[config.mk]
export PLATFORM = sky130hd
export DESIGN_NAME = acodec_clkgen
export DESIGN_NICKNAME = d
export VERILOG_FILES = /design/src/rtl/acg_pkg.sv /design/src/rtl/acg_scaler.sv /design/src/rtl/acg_master_gen.sv /design/src/rtl/acg_slave_sync.sv /design/src/rtl/acg_interp_dec.sv /design/src/rtl/acodec_clkgen.sv
export SDC_FILE = /design/constraint.sdc
export NUM_CORES = 1
export LEC_CHECK = 0
export ABC_AREA = 1
export BUFFER_PORTS_ARGS = -buffer_cell sky130_fd_sc_hd__buf_4
export CAP_MARGIN = 20
export CORE_AREA = 4 4 66 68
export DETAILED_ROUTE_END_ITERATION = 16
export DIE_AREA = 0 0 70 72
export HOLD_SLACK_MARGIN = 0.03
export PLACE_DENSITY = 0.72
export SYNTH_ARGS = -nofsm -noshare
export SYNTH_HDL_FRONTEND = slang
export SYNTH_SLANG_ARGS = --single-unit
[constraint.sdc]
create_clock -name clk -period 1.9 [get_ports clk]
set_input_delay 0.19 -clock clk [delete_from_list [all_inputs] [get_ports clk]]
set_output_delay 0.19 -clock clk [all_outputs]
set_load 0.03 [all_outputs]
[src/rtl/acg_pkg.sv]
package acg_pkg;

    typedef enum logic [1:0] {
        SC_X2   = 2'b00,
        SC_X1   = 2'b01,
        SC_X2_3 = 2'b10,
        SC_RSVD = 2'b11
    } scale_e;

    typedef enum logic {
        WIN_OPEN   = 1'b0,
        WIN_LOCKED = 1'b1
    } win_state_e;

    typedef enum logic {
        SY_HUNT   = 1'b0,
        SY_LOCKED = 1'b1
    } sync_state_e;

endpackage

[src/rtl/acg_scaler.sv]
module acg_scaler
    import acg_pkg::*;
#(
    parameter int WINDOW_CYCLES = 3072
) (
    input  logic       clk,
    input  logic       rst_n,
    input  logic       wr,
    input  logic [1:0] code,
    output logic [1:0] cfg,
    output logic       win_open,
    output logic [1:0] ticks
);

    localparam int WCW = $clog2(WINDOW_CYCLES);
    localparam logic [WCW-1:0] LAST = WCW'(WINDOW_CYCLES - 1);

    win_state_e     st, st_nx;
    logic [WCW-1:0] wcnt;
    logic [1:0]     ph;
    scale_e         cfg_q;

    // state register
    always_ff @(posedge clk) begin
        if (!rst_n) st <= WIN_OPEN;
        else        st <= st_nx;
    end

    // next state: "close" on the last window cycle
    always_comb begin
        st_nx = st;
        unique case (st)
            WIN_OPEN:   if (wcnt == LAST) st_nx = WIN_LOCKED;
            WIN_LOCKED: st_nx = WIN_LOCKED;
        endcase
    end

    always_ff @(posedge clk) begin
        if (!rst_n) begin
            wcnt  <= '0;
            cfg_q <= SC_X2;
            ph    <= 2'd0;
        end else begin
            if (st == WIN_OPEN) wcnt <= wcnt + 1'b1;
            if (st == WIN_OPEN && wr) cfg_q <= scale_e'(code);
            ph <= (ph == 2'd2) ? 2'd0 : ph + 2'd1;
        end
    end

    // outputs
    always_comb begin
        win_open = (st == WIN_OPEN);
        cfg      = cfg_q;
        unique case (cfg_q)
            SC_X2, SC_RSVD: ticks = 2'd2;
            SC_X1:          ticks = 2'd1;
            SC_X2_3:        ticks = (ph == 2'd2) ? 2'd0 : 2'd1;
        endcase
    end


    win_stays_closed_chk: assert property (@(posedge clk) disable iff (!rst_n)
        !win_open |=> !win_open);


    cfg_frozen_chk: assert property (@(posedge clk) disable iff (!rst_n)
        !win_open |=> $stable(cfg));

endmodule

[src/rtl/acg_master_gen.sv]
module acg_master_gen #(
    parameter int FRAME_LONG     = 512,
    parameter int FRAME_SHORT    = 256,
    parameter int BCLK_PER_FRAME = 64
) (
    input  logic       clk,
    input  logic       rst_n,
    input  logic       master,
    input  logic       fs_double,
    input  logic [1:0] ticks,
    output logic       bclk_o,
    output logic       lrclk_o
);

    localparam int CW        = $clog2(FRAME_LONG);
    localparam int L_BCK_BIT = $clog2(FRAME_LONG / (2 * BCLK_PER_FRAME));
    localparam int S_BCK_BIT = $clog2(FRAME_SHORT / (2 * BCLK_PER_FRAME));
    localparam int L_LR_BIT  = CW - 1;
    localparam int S_LR_BIT  = $clog2(FRAME_SHORT) - 1;
    localparam logic [CW-1:0] S_MASK = CW'(FRAME_SHORT - 1);

    logic [CW-1:0] cnt, cnt_sum;

    assign cnt_sum = cnt + CW'(ticks);

    always_ff @(posedge clk) begin
        if (!rst_n || !master) cnt <= '0;
        else if (fs_double)    cnt <= cnt_sum & S_MASK;
        else                   cnt <= cnt_sum;
    end

    always_comb begin
        if (fs_double) begin
            bclk_o  = master & cnt[S_BCK_BIT];
            lrclk_o = master & cnt[S_LR_BIT];
        end else begin
            bclk_o  = master & cnt[L_BCK_BIT];
            lrclk_o = master & cnt[L_LR_BIT];
        end
    end


    left_first_chk: assert property (@(posedge clk) disable iff (!rst_n)
        $rose(master) |=> !lrclk_o);


    short_wrap_chk: assert property (@(posedge clk) disable iff (!rst_n)
        (master && fs_double) |=> !cnt[CW-1]);

endmodule

[src/rtl/acg_slave_sync.sv]
module acg_slave_sync
    import acg_pkg::*;
#(
    parameter int BITS_PER_FRAME = 64
) (
    input  logic                              clk,
    input  logic                              rst_n,
    input  logic                              master,
    input  logic                              bclk_i,
    input  logic                              lrclk_i,
    output logic                              sof,
    output logic [$clog2(BITS_PER_FRAME)-1:0] bit_cnt
);

    localparam int BCW = $clog2(BITS_PER_FRAME);

    sync_state_e st, st_nx;
    logic [2:0]  lr_s;
    logic [2:0]  bc_s;
    logic        lr_rise, lr_fall, bc_rise;

    always_ff @(posedge clk) begin
        if (!rst_n) begin
            lr_s <= 3'b111;
            bc_s <= 3'b000;
        end else begin
            lr_s <= {lr_s[1:0], lrclk_i};
            bc_s <= {bc_s[1:0], bclk_i};
        end
    end

    assign lr_rise = ~lr_s[2] &  lr_s[1];
    assign lr_fall =  lr_s[2] & ~lr_s[1];
    assign bc_rise = ~bc_s[2] &  bc_s[1];

    // state register
    always_ff @(posedge clk) begin
        if (!rst_n) st <= SY_HUNT;
        else        st <= st_nx;
    end

    // next state: "lock" on rising frame edge, "drop" on master mode
    always_comb begin
        st_nx = st;
        unique case (st)
            SY_HUNT:   if (!master && lr_rise) st_nx = SY_LOCKED;
            SY_LOCKED: if (master)             st_nx = SY_HUNT;
        endcase
    end

    // outputs
    always_comb begin
        sof = (st == SY_LOCKED) && !master && lr_fall;
    end

    always_ff @(posedge clk) begin
        if (!rst_n)       bit_cnt <= '0;
        else if (lr_fall) bit_cnt <= '0;
        else if (bc_rise) bit_cnt <= bit_cnt + BCW'(1);
    end


    sof_one_cycle_chk: assert property (@(posedge clk) disable iff (!rst_n)
        sof |=> !sof);


    hunt_after_master_chk: assert property (@(posedge clk) disable iff (!rst_n)
        $fell(master) |-> !sof);

endmodule

[src/rtl/acg_interp_dec.sv]
module acg_interp_dec (
    input  logic [1:0] code,
    output logic [3:0] rate
);

    always_comb begin
        unique case (code)
            2'b01:          rate = 4'd4;
            2'b10:          rate = 4'd2;
            2'b00, 2'b11:   rate = 4'd8;
        endcase
    end

endmodule

[src/rtl/acodec_clkgen.sv]
module acodec_clkgen #(
    parameter int WINDOW_CYCLES  = 3072,
    parameter int FRAME_LONG     = 512,
    parameter int FRAME_SHORT    = 256,
    parameter int BCLK_PER_FRAME = 64
) (
    input  logic                              clk,
    input  logic                              rst_n,
    input  logic                              scale_wr,
    input  logic [1:0]                        scale_code,
    input  logic                              fs_double,
    input  logic [1:0]                        interp_code,
    input  logic                              ms_master,
    input  logic                              bclk_i,
    input  logic                              lrclk_i,
    output logic                              bclk_o,
    output logic                              lrclk_o,
    output logic                              clk_drive_en,
    output logic [1:0]                        scale_cfg,
    output logic                              scale_window,
    output logic [1:0]                        ick_ticks,
    output logic [3:0]                        interp_rate,
    output logic                              frame_sof,
    output logic [$clog2(BCLK_PER_FRAME)-1:0] slave_bit_cnt
);

    assign clk_drive_en = ms_master;

    acg_scaler #(.WINDOW_CYCLES(WINDOW_CYCLES)) u_scaler (
        .clk      (clk),
        .rst_n    (rst_n),
        .wr       (scale_wr),
        .code     (scale_code),
        .cfg      (scale_cfg),
        .win_open (scale_window),
        .ticks    (ick_ticks)
    );

    acg_master_gen #(
        .FRAME_LONG    (FRAME_LONG),
        .FRAME_SHORT   (FRAME_SHORT),
        .BCLK_PER_FRAME(BCLK_PER_FRAME)
    ) u_mgen (
        .clk       (clk),
        .rst_n     (rst_n),
        .master    (ms_master),
        .fs_double (fs_double),
        .ticks     (ick_ticks),
        .bclk_o    (bclk_o),
        .lrclk_o   (lrclk_o)
    );

    acg_slave_sync #(.BITS_PER_FRAME(BCLK_PER_FRAME)) u_sync (
        .clk     (clk),
        .rst_n   (rst_n),
        .master  (ms_master),
        .bclk_i  (bclk_i),
        .lrclk_i (lrclk_i),
        .sof     (frame_sof),
        .bit_cnt (slave_bit_cnt)
    );

    acg_interp_dec u_idec (
        .code (interp_code),
        .rate (interp_rate)
    );


    no_sof_in_master_chk: assert property (@(posedge clk) disable iff (!rst_n)
        ms_master |-> !frame_sof);

endmodule

==> results of run 1 <==
## sequential cells by signal, indices dropped and copies added, names as in the netlist
| name | flops |
|---|---|
| u_sync.bit_cnt | 6 |
| u_scaler.ph | 2 |
| u_scaler.cfg | 2 |
| u_sync.bc_s | 3 |
| u_mgen.cnt | 9 |
| u_scaler.st | 1 |
| u_scaler.wcnt | 12 |
| u_sync.lr_s | 3 |
| u_sync.st | 1 |
## routing by layer
metal	wire, µm	vias to the layer above	global-route usage (%)
li1	-	811	-
met3	153	8	4.43
met5	0	-	0
met1	1550	700	17.6
met4	74	0	7.66
met2	1630	27	25.7
## area by class of cell
class                      instances  share of cell area (%)
clock buffer                       7                    4.30
sequential                        39                    34.6
inverter                          38                    6.50
timing repair buffer              34                    11.2
clock inverter                     1                    1.32
multi-input combinational        153                    39.3
tap                               50                    2.75
## synthesized netlist by cell type, drive strengths merged
master,n
nor3,4
nand2,42
o21ai,13
nor2,36
a31oi,1
and3,1
nand3,14
a21oi,20
fa,1
buf,4
ha,9
inv,38
xor2,4
conb,1
nand4,4
or2,3
dfxtp,39
## power by group
group	leakage, µW	total [µW]	switching (µW)	internal [µW]
sequential	0.000318	867	22.2	845
clock	0.0000636	753	281	472
combinational	0.000605	215	121	93.9
## cell families (layout without fill, tap and decap cells)
family                     after synthesis  after routing
AOI/OAI and AO/OA                       34             34
xor gates and xnor gates                 4              4
adders and majority gates               10             10
buffers and inverters                   42             80
DFF                                     39             39
other                                    1              1
and+or+nand+nor                        104            104
## worst paths after layout
check        slack [ns]        endpoint       startpoint
max reg2reg        0.04   u_mgen.cnt[4]  u_scaler.cfg[0]
min reg2reg        0.40  u_scaler.ph[0]   u_scaler.ph[0]
min                0.09  u_sync.bc_s[0]           bclk_i
max                0.04   u_mgen.cnt[4]  u_scaler.cfg[0]
## placed cells by master, fill, tap and decap left out, drive strengths merged, types with 4 or more instances in the layout
master / count
buf: 34
o21ai: 13
a21oi: 20
ha: 9
nand3: 14
dfxtp: 39
nor3: 4
inv: 38
nor2: 36
xor2: 4
nand4: 4
clkbuf: 7
nand2: 42
## worst max-delay path, cell delays in order (launching register included)
cell and delay [ns]:
dfxtp_4 0.37, inv_4 0.04, ha_4 0.23, nor2_4 0.13
ha_4 0.14, inv_2 0.03, fa_2 0.34, inv_2 0.08
nand3_4 0.08, or2_4 0.24, a21oi_2 0.13
## stage by stage
step | area, µm² | util [%] | setup TNS, ns
6_report | 2270 | 58.9 | 0
3_5_place_dp | 2090 | 54.2 | -0.224
3_3_place_gp | 2090 | 54.2 | -0.0264
2_1_floorplan | 1820 | - | -0.469
5_1_grt | 2270 | 58.9 | -0.134
4_1_cts | 2250 | 58.3 | 0
## timing repair
action | in CTS | in global routing
resized for setup | 6 | 2
pin swaps | 2 | 2
setup endpoints to repair | 3 | 3
setup buffers | 0 | 3
hold endpoints to repair | 0 | 0
==> reports/results.txt, run 1 <==
Final worst path period share = 97.8%
Synth Area per Inst = 7.60 µm²
Fin crit period = 1.86 ns
DR pass1 iterations = 4
Die Wd = 70 µm
Area occupied by registers = 787 µm²
Global-route wire length before repair = 6.16 mm
Largest net degree at the start of global routing = 20
Antenna diodes = 0
CTS sink count = 39
H-tree depth = 2
Final setup vio count = 0
Pre-CTS worst setup slack = -0.0969 ns
Filler cell count = 372
Pwr dens = 808 mW/mm²
Fmax = 538 MHz
Final non-filler cell total = 322
Post-Synth Adder-Cell Area = 7.46%
Cts bufs inserted = 5
Kind of critical path = reg -> reg
Post-synthesis register bit count = 39
Synth area leaders = dfxtp_1 44%, nand2_1 8.4%, inv_1 7.8%
Vias in the first global route = 1479
HP Class = in -> reg
GRT Util Overall = 15.2%
Wire length per cell = 10.6 µm
Placed Cells = 311
Final nets = 292
Die H = 72 µm
Initial Util = 46.1%
DR vias = 1546
Yosys warns = 0
Core Box Area = 0.00386 mm²
# rows = 23
Hold_ws = 0.0908 ns
Leakage = 0.000987 µW
Max-Cap Viols = 0
Worst Setup End Kind = flop
Crit path max fanout = 4
Design Power = 1840 µW
Final Max Tran Viols = 0
Gpl congestion = 0.718
Endpoints failing hold = 0
I/O pins = 30
Antenna violations before repair = 0
Setup crit start kind = flop
Syn Inst Count = 234
Synth area leader = dfxtp_1
Syn_nets = 255
Unrepaired setup endpoints after global routing = true
Layout area overhead = 27.8%
Clock transition at path regs = 0.08 ns
Layout cell share with drive strength beyond 1 = 26.5%
Mux contribution to synthesized area = 0%
Final WL = 3.41 mm
Xor/xnor cell area share of the yosys netlist = 1.97%
DIE AREA = 0.00504 mm²
Worst Path Required = 2.12 ns
Multi-input combinational cell area = 892 µm²
Largest family of logic cells by synthesized area = simple AND/OR/NAND/NOR gates
Reg2reg path depth = 10
Grt ovf = 0
Routed Antenna Nets = 0
Port Buffers = 28
Post-synthesis sequential area ratio = 43.9%
Maximum VDD drop = 0.000610 V
CP Data Arrival Time = 2.08 ns
Cells on Worst Hold Path = 3
Final Skew = 0.00690 ns
DRC Markers = 0
Initial DRC Count = 43
Post-Synth Simple-Gate Area = 26.7%
Post-synth cell types = 25
Cts hold-fix bufs = 0
CTS Buffer Depth = 2
Setup ws final = 0.0418 ns
Worst skew pair latency = 0.29 ns
Status = finished, final reports clean
Hpwl dp = 2.47 mm
Top cell type's share of synthesized area = 43.9%
Clk root buf = clkbuf_8
Post-synthesis cell area = 0.00178 mm²
Vias per cell = 4.80
Compound-Gate Fraction of Synth Area = 10.1%
CTS tree = yes
Power figures use the tool's default switching activity.
==> inputs of run 2 (changes only) <==
--- a/config.mk
+++ b/config.mk
@@ -5,14 +5,14 @@
 export SDC_FILE = /design/constraint.sdc
 export NUM_CORES = 1
 export LEC_CHECK = 0
-export ABC_AREA = 1
 export BUFFER_PORTS_ARGS = -buffer_cell sky130_fd_sc_hd__buf_4
 export CAP_MARGIN = 20
-export CORE_AREA = 4 4 66 68
+export CORE_AREA = 4 4 65 67
 export DETAILED_ROUTE_END_ITERATION = 16
-export DIE_AREA = 0 0 70 72
+export DIE_AREA = 0 0 69 71
 export HOLD_SLACK_MARGIN = 0.03
-export PLACE_DENSITY = 0.72
+export PLACE_DENSITY = 0.74
+export SKIP_CTS_REPAIR_TIMING = 1
 export SYNTH_ARGS = -nofsm -noshare
 export SYNTH_HDL_FRONTEND = slang
 export SYNTH_SLANG_ARGS = --single-unit
==> reports/results.txt, run 2 <==
Post-Synth Simple-Gate Area = 24.5%
Max reg flops = 12
Hpwl dp = 2.26 mm
Final Max Tran Viols = 0
Mux contribution to synthesized area = 3.99%
Unrepaired setup endpoints after global routing = true
Worst Path Required = 2.11 ns
I/O pins = 30
Post-synth cell types = 33
Largest net degree at the start of global routing = 16
DR pass1 iterations = 4
Endpoints failing hold = 0
Share of flip-flops with an asynchronous set or reset = 0%
Reg2reg path depth = 11
Clk pwr share = 35.7%
Grt ovf = 0
Worst Setup End Kind = flop
Final setup vio count = 3
Worst path max stage delay = 0.42 ns
DIE AREA = 0.00490 mm²
Compound-Gate Fraction of Synth Area = 10.3%
CP Data Arrival Time = 2.34 ns
Post-Synth Adder-Cell Area = 7.56%
Largest family of logic cells by synthesized area = simple AND/OR/NAND/NOR gates
EDFF count, synth = 0
Final core utilization = 61.9%
Syn_nets = 209
Top reg by flops = u_scaler.wcnt
Commonest cells post-synth = 39 x dfxtp_1, 17 x a21oi_1, 16 x nor2_1
Syn Inst Count = 188
Clock transition at path regs = 0.07 ns
Worst skew pair latency = 0.29 ns
Pwr dens = 749 mW/mm²
Final worst path period share = 112%
Die H = 71 µm
Power Internal = 1280 µW
Violated checks = setup timing
Fmax = 469 MHz
Gpl congestion = 0.744
Multi-input combinational cell area = 972 µm²
Maximum VDD drop = 0.000557 V
Yosys warns = 0
Sw frac = 24.3%
Synth area leaders = dfxtp_1 45%, ha_1 6.4%, a21oi_1 4.9%
Clk root buf = clkbuf_8
Reg-to-reg startpoint = u_scaler.ph[0]
Status = finished with violations
# rows = 22
R2R setup slack = -0.23 ns
Core Box Area = 0.00363 mm²
Vias per cell = 4.92
Leakage = 0.000943 µW
H-tree depth = 2
Layout area overhead = 28.3%
Antenna diodes = 0
Initial Util = 48.3%
Synth Area per Inst = 9.33 µm²
Initial DRC Count = 54
Kind of critical path = reg -> reg
Slowest cell on the critical path = or4_4
Main synth FF type = dfxtp_1
Fin crit period = 2.13 ns
Top cell type's share of synthesized area = 44.5%
Combinational share of power = 12.7%
Sequential power share = 51.5%
HP Class = in -> reg
Port Buffers = 28
Crit path max fanout = 4
Biggest regs = u_scaler.wcnt (12), u_mgen.cnt (9), u_sync.bit_cnt (6)
Layout cell share with drive strength beyond 1 = 29.2%
Min-Delay Endpoint = u_sync.lr_s[0]
DR vias = 1348
CTS Buffer Depth = 2
Routed Antenna Nets = 0
Post-synthesis register bit count = 39
Switching pwr = 409 µW
Wire length per cell = 11.5 µm
Post-synthesis sequential area ratio = 44.5%
Delay-heaviest family, CP = simple AND/OR/NAND/NOR gates
Antenna violations before repair = 0
Post-route cell area = 0.00225 mm²
Area occupied by registers = 790 µm²
Global-route wire length before repair = 5.42 mm
Worst flop-to-flop path endpoint = u_mgen.cnt[8]
Cts bufs inserted = 5
Filler cell count = 316
CTS tree = yes
Cells on Worst Hold Path = 2
Placement Cell Area = 0.00207 mm²
Min-delay src = lrclk_i
Leading cell types in the layout, fill and taps excluded = 36 x buf_4, 36 x dfxtp_1, 15 x a21oi_1, 15 x nor2_1, 11 x inv_1
CTS sink count = 39
Worst path buffer plus inverter count = 3
Post-synthesis cell area = 0.00175 mm²
Cell Chain, Critical Path = inv_2 > ha_4 > inv_4 > a21oi_4 > nor2_4 > ha_4 > inv_2 > fa_2 > nand2b_4 > or4_4 > a211oi_2
Final Skew = 0.00655 ns
DRC Markers = 0
GRT Util Overall = 13.5%
Count leader, synth = dfxtp_1
Vias in the first global route = 1255
Max-Cap Viols = 0
Final nets = 246
Setup crit start kind = flop
Hold_ws = 0.0859 ns
Xor/xnor cell area share of the yosys netlist = 3.99%
Final WL = 3.15 mm
Crit path launch = u_scaler.ph[0]
Setup ws final = -0.233 ns
Synth area leader = dfxtp_1
Die Wd = 69 µm
[run 2: kinds of logic (layout without fill, tap and decap cells)]
group	Yosys count	after routing
xor gates and xnor gates	8	8
adders and majority gates	10	10
buffers and inverters	21	59
and+or+nand+nor	70	70
AOI/OAI and AO/OA	32	32
DFF	39	39
muxes	7	7
other	1	1
[run 2: cell type report]
| class | count | area share, % |
|---|---|---|
| timing repair buffer | 36 | 12.0 |
| tap | 48 | 2.67 |
| clock buffer | 8 | 4.45 |
| inverter | 15 | 2.61 |
| multi-input combinational | 128 | 43.2 |
| sequential | 39 | 35.1 |
[run 2: power groups by stage]
stage	Sequential, µW	Clock, µW	Combinational, µW
detailed placement	884	0	187
CTS	865	629	188
finish	869	602	215
floorplan	888	0	117
global placement	883	0	183
global route	871	656	241
[run 2: worst max-delay path by stage]
stage                               end  slack [ns]  cells after the start
after detailed placement  u_mgen.cnt[8]       -0.36                     11
after global routing      u_mgen.cnt[8]       -0.31                     11
after floorplan           u_mgen.cnt[8]       -0.44                      9
final                     u_mgen.cnt[8]       -0.23                     11
after global placement    u_mgen.cnt[8]       -0.28                     11
after CTS                 u_mgen.cnt[8]       -0.38                     11
[run 2: worst register-to-register path, cell delays in order, from the launching register on]
cell	delay, ns
dfxtp_2	0.34
inv_2	0.05
ha_4	0.15
inv_4	0.06
a21oi_4	0.06
nor2_4	0.11
ha_4	0.14
inv_2	0.03
fa_2	0.33
nand2b_4	0.16
or4_4	0.42
a211oi_2	0.22
[run 2: per-layer routing]
layer	vias to the layer above	GRT usage (%)	share of wire [%]
met5	-	0	0
met4	0	5.21	0.95
met3	5	5.54	5.6
met2	21	22.6	47
met1	606	15.5	46
li1	716	-	-
[run 2: metrics by stage]
stage	setup TNS [ns]	worst slack, ns	cells	total power (µW)
detailed placement	-0.787	-0.356	263	1070
CTS	-0.876	-0.376	271	1680
global route	-0.678	-0.306	274	1770
finish	-0.449	-0.233	274	1690
global placement	-0.579	-0.282	263	1070
floorplan	-0.923	-0.443	188	1010
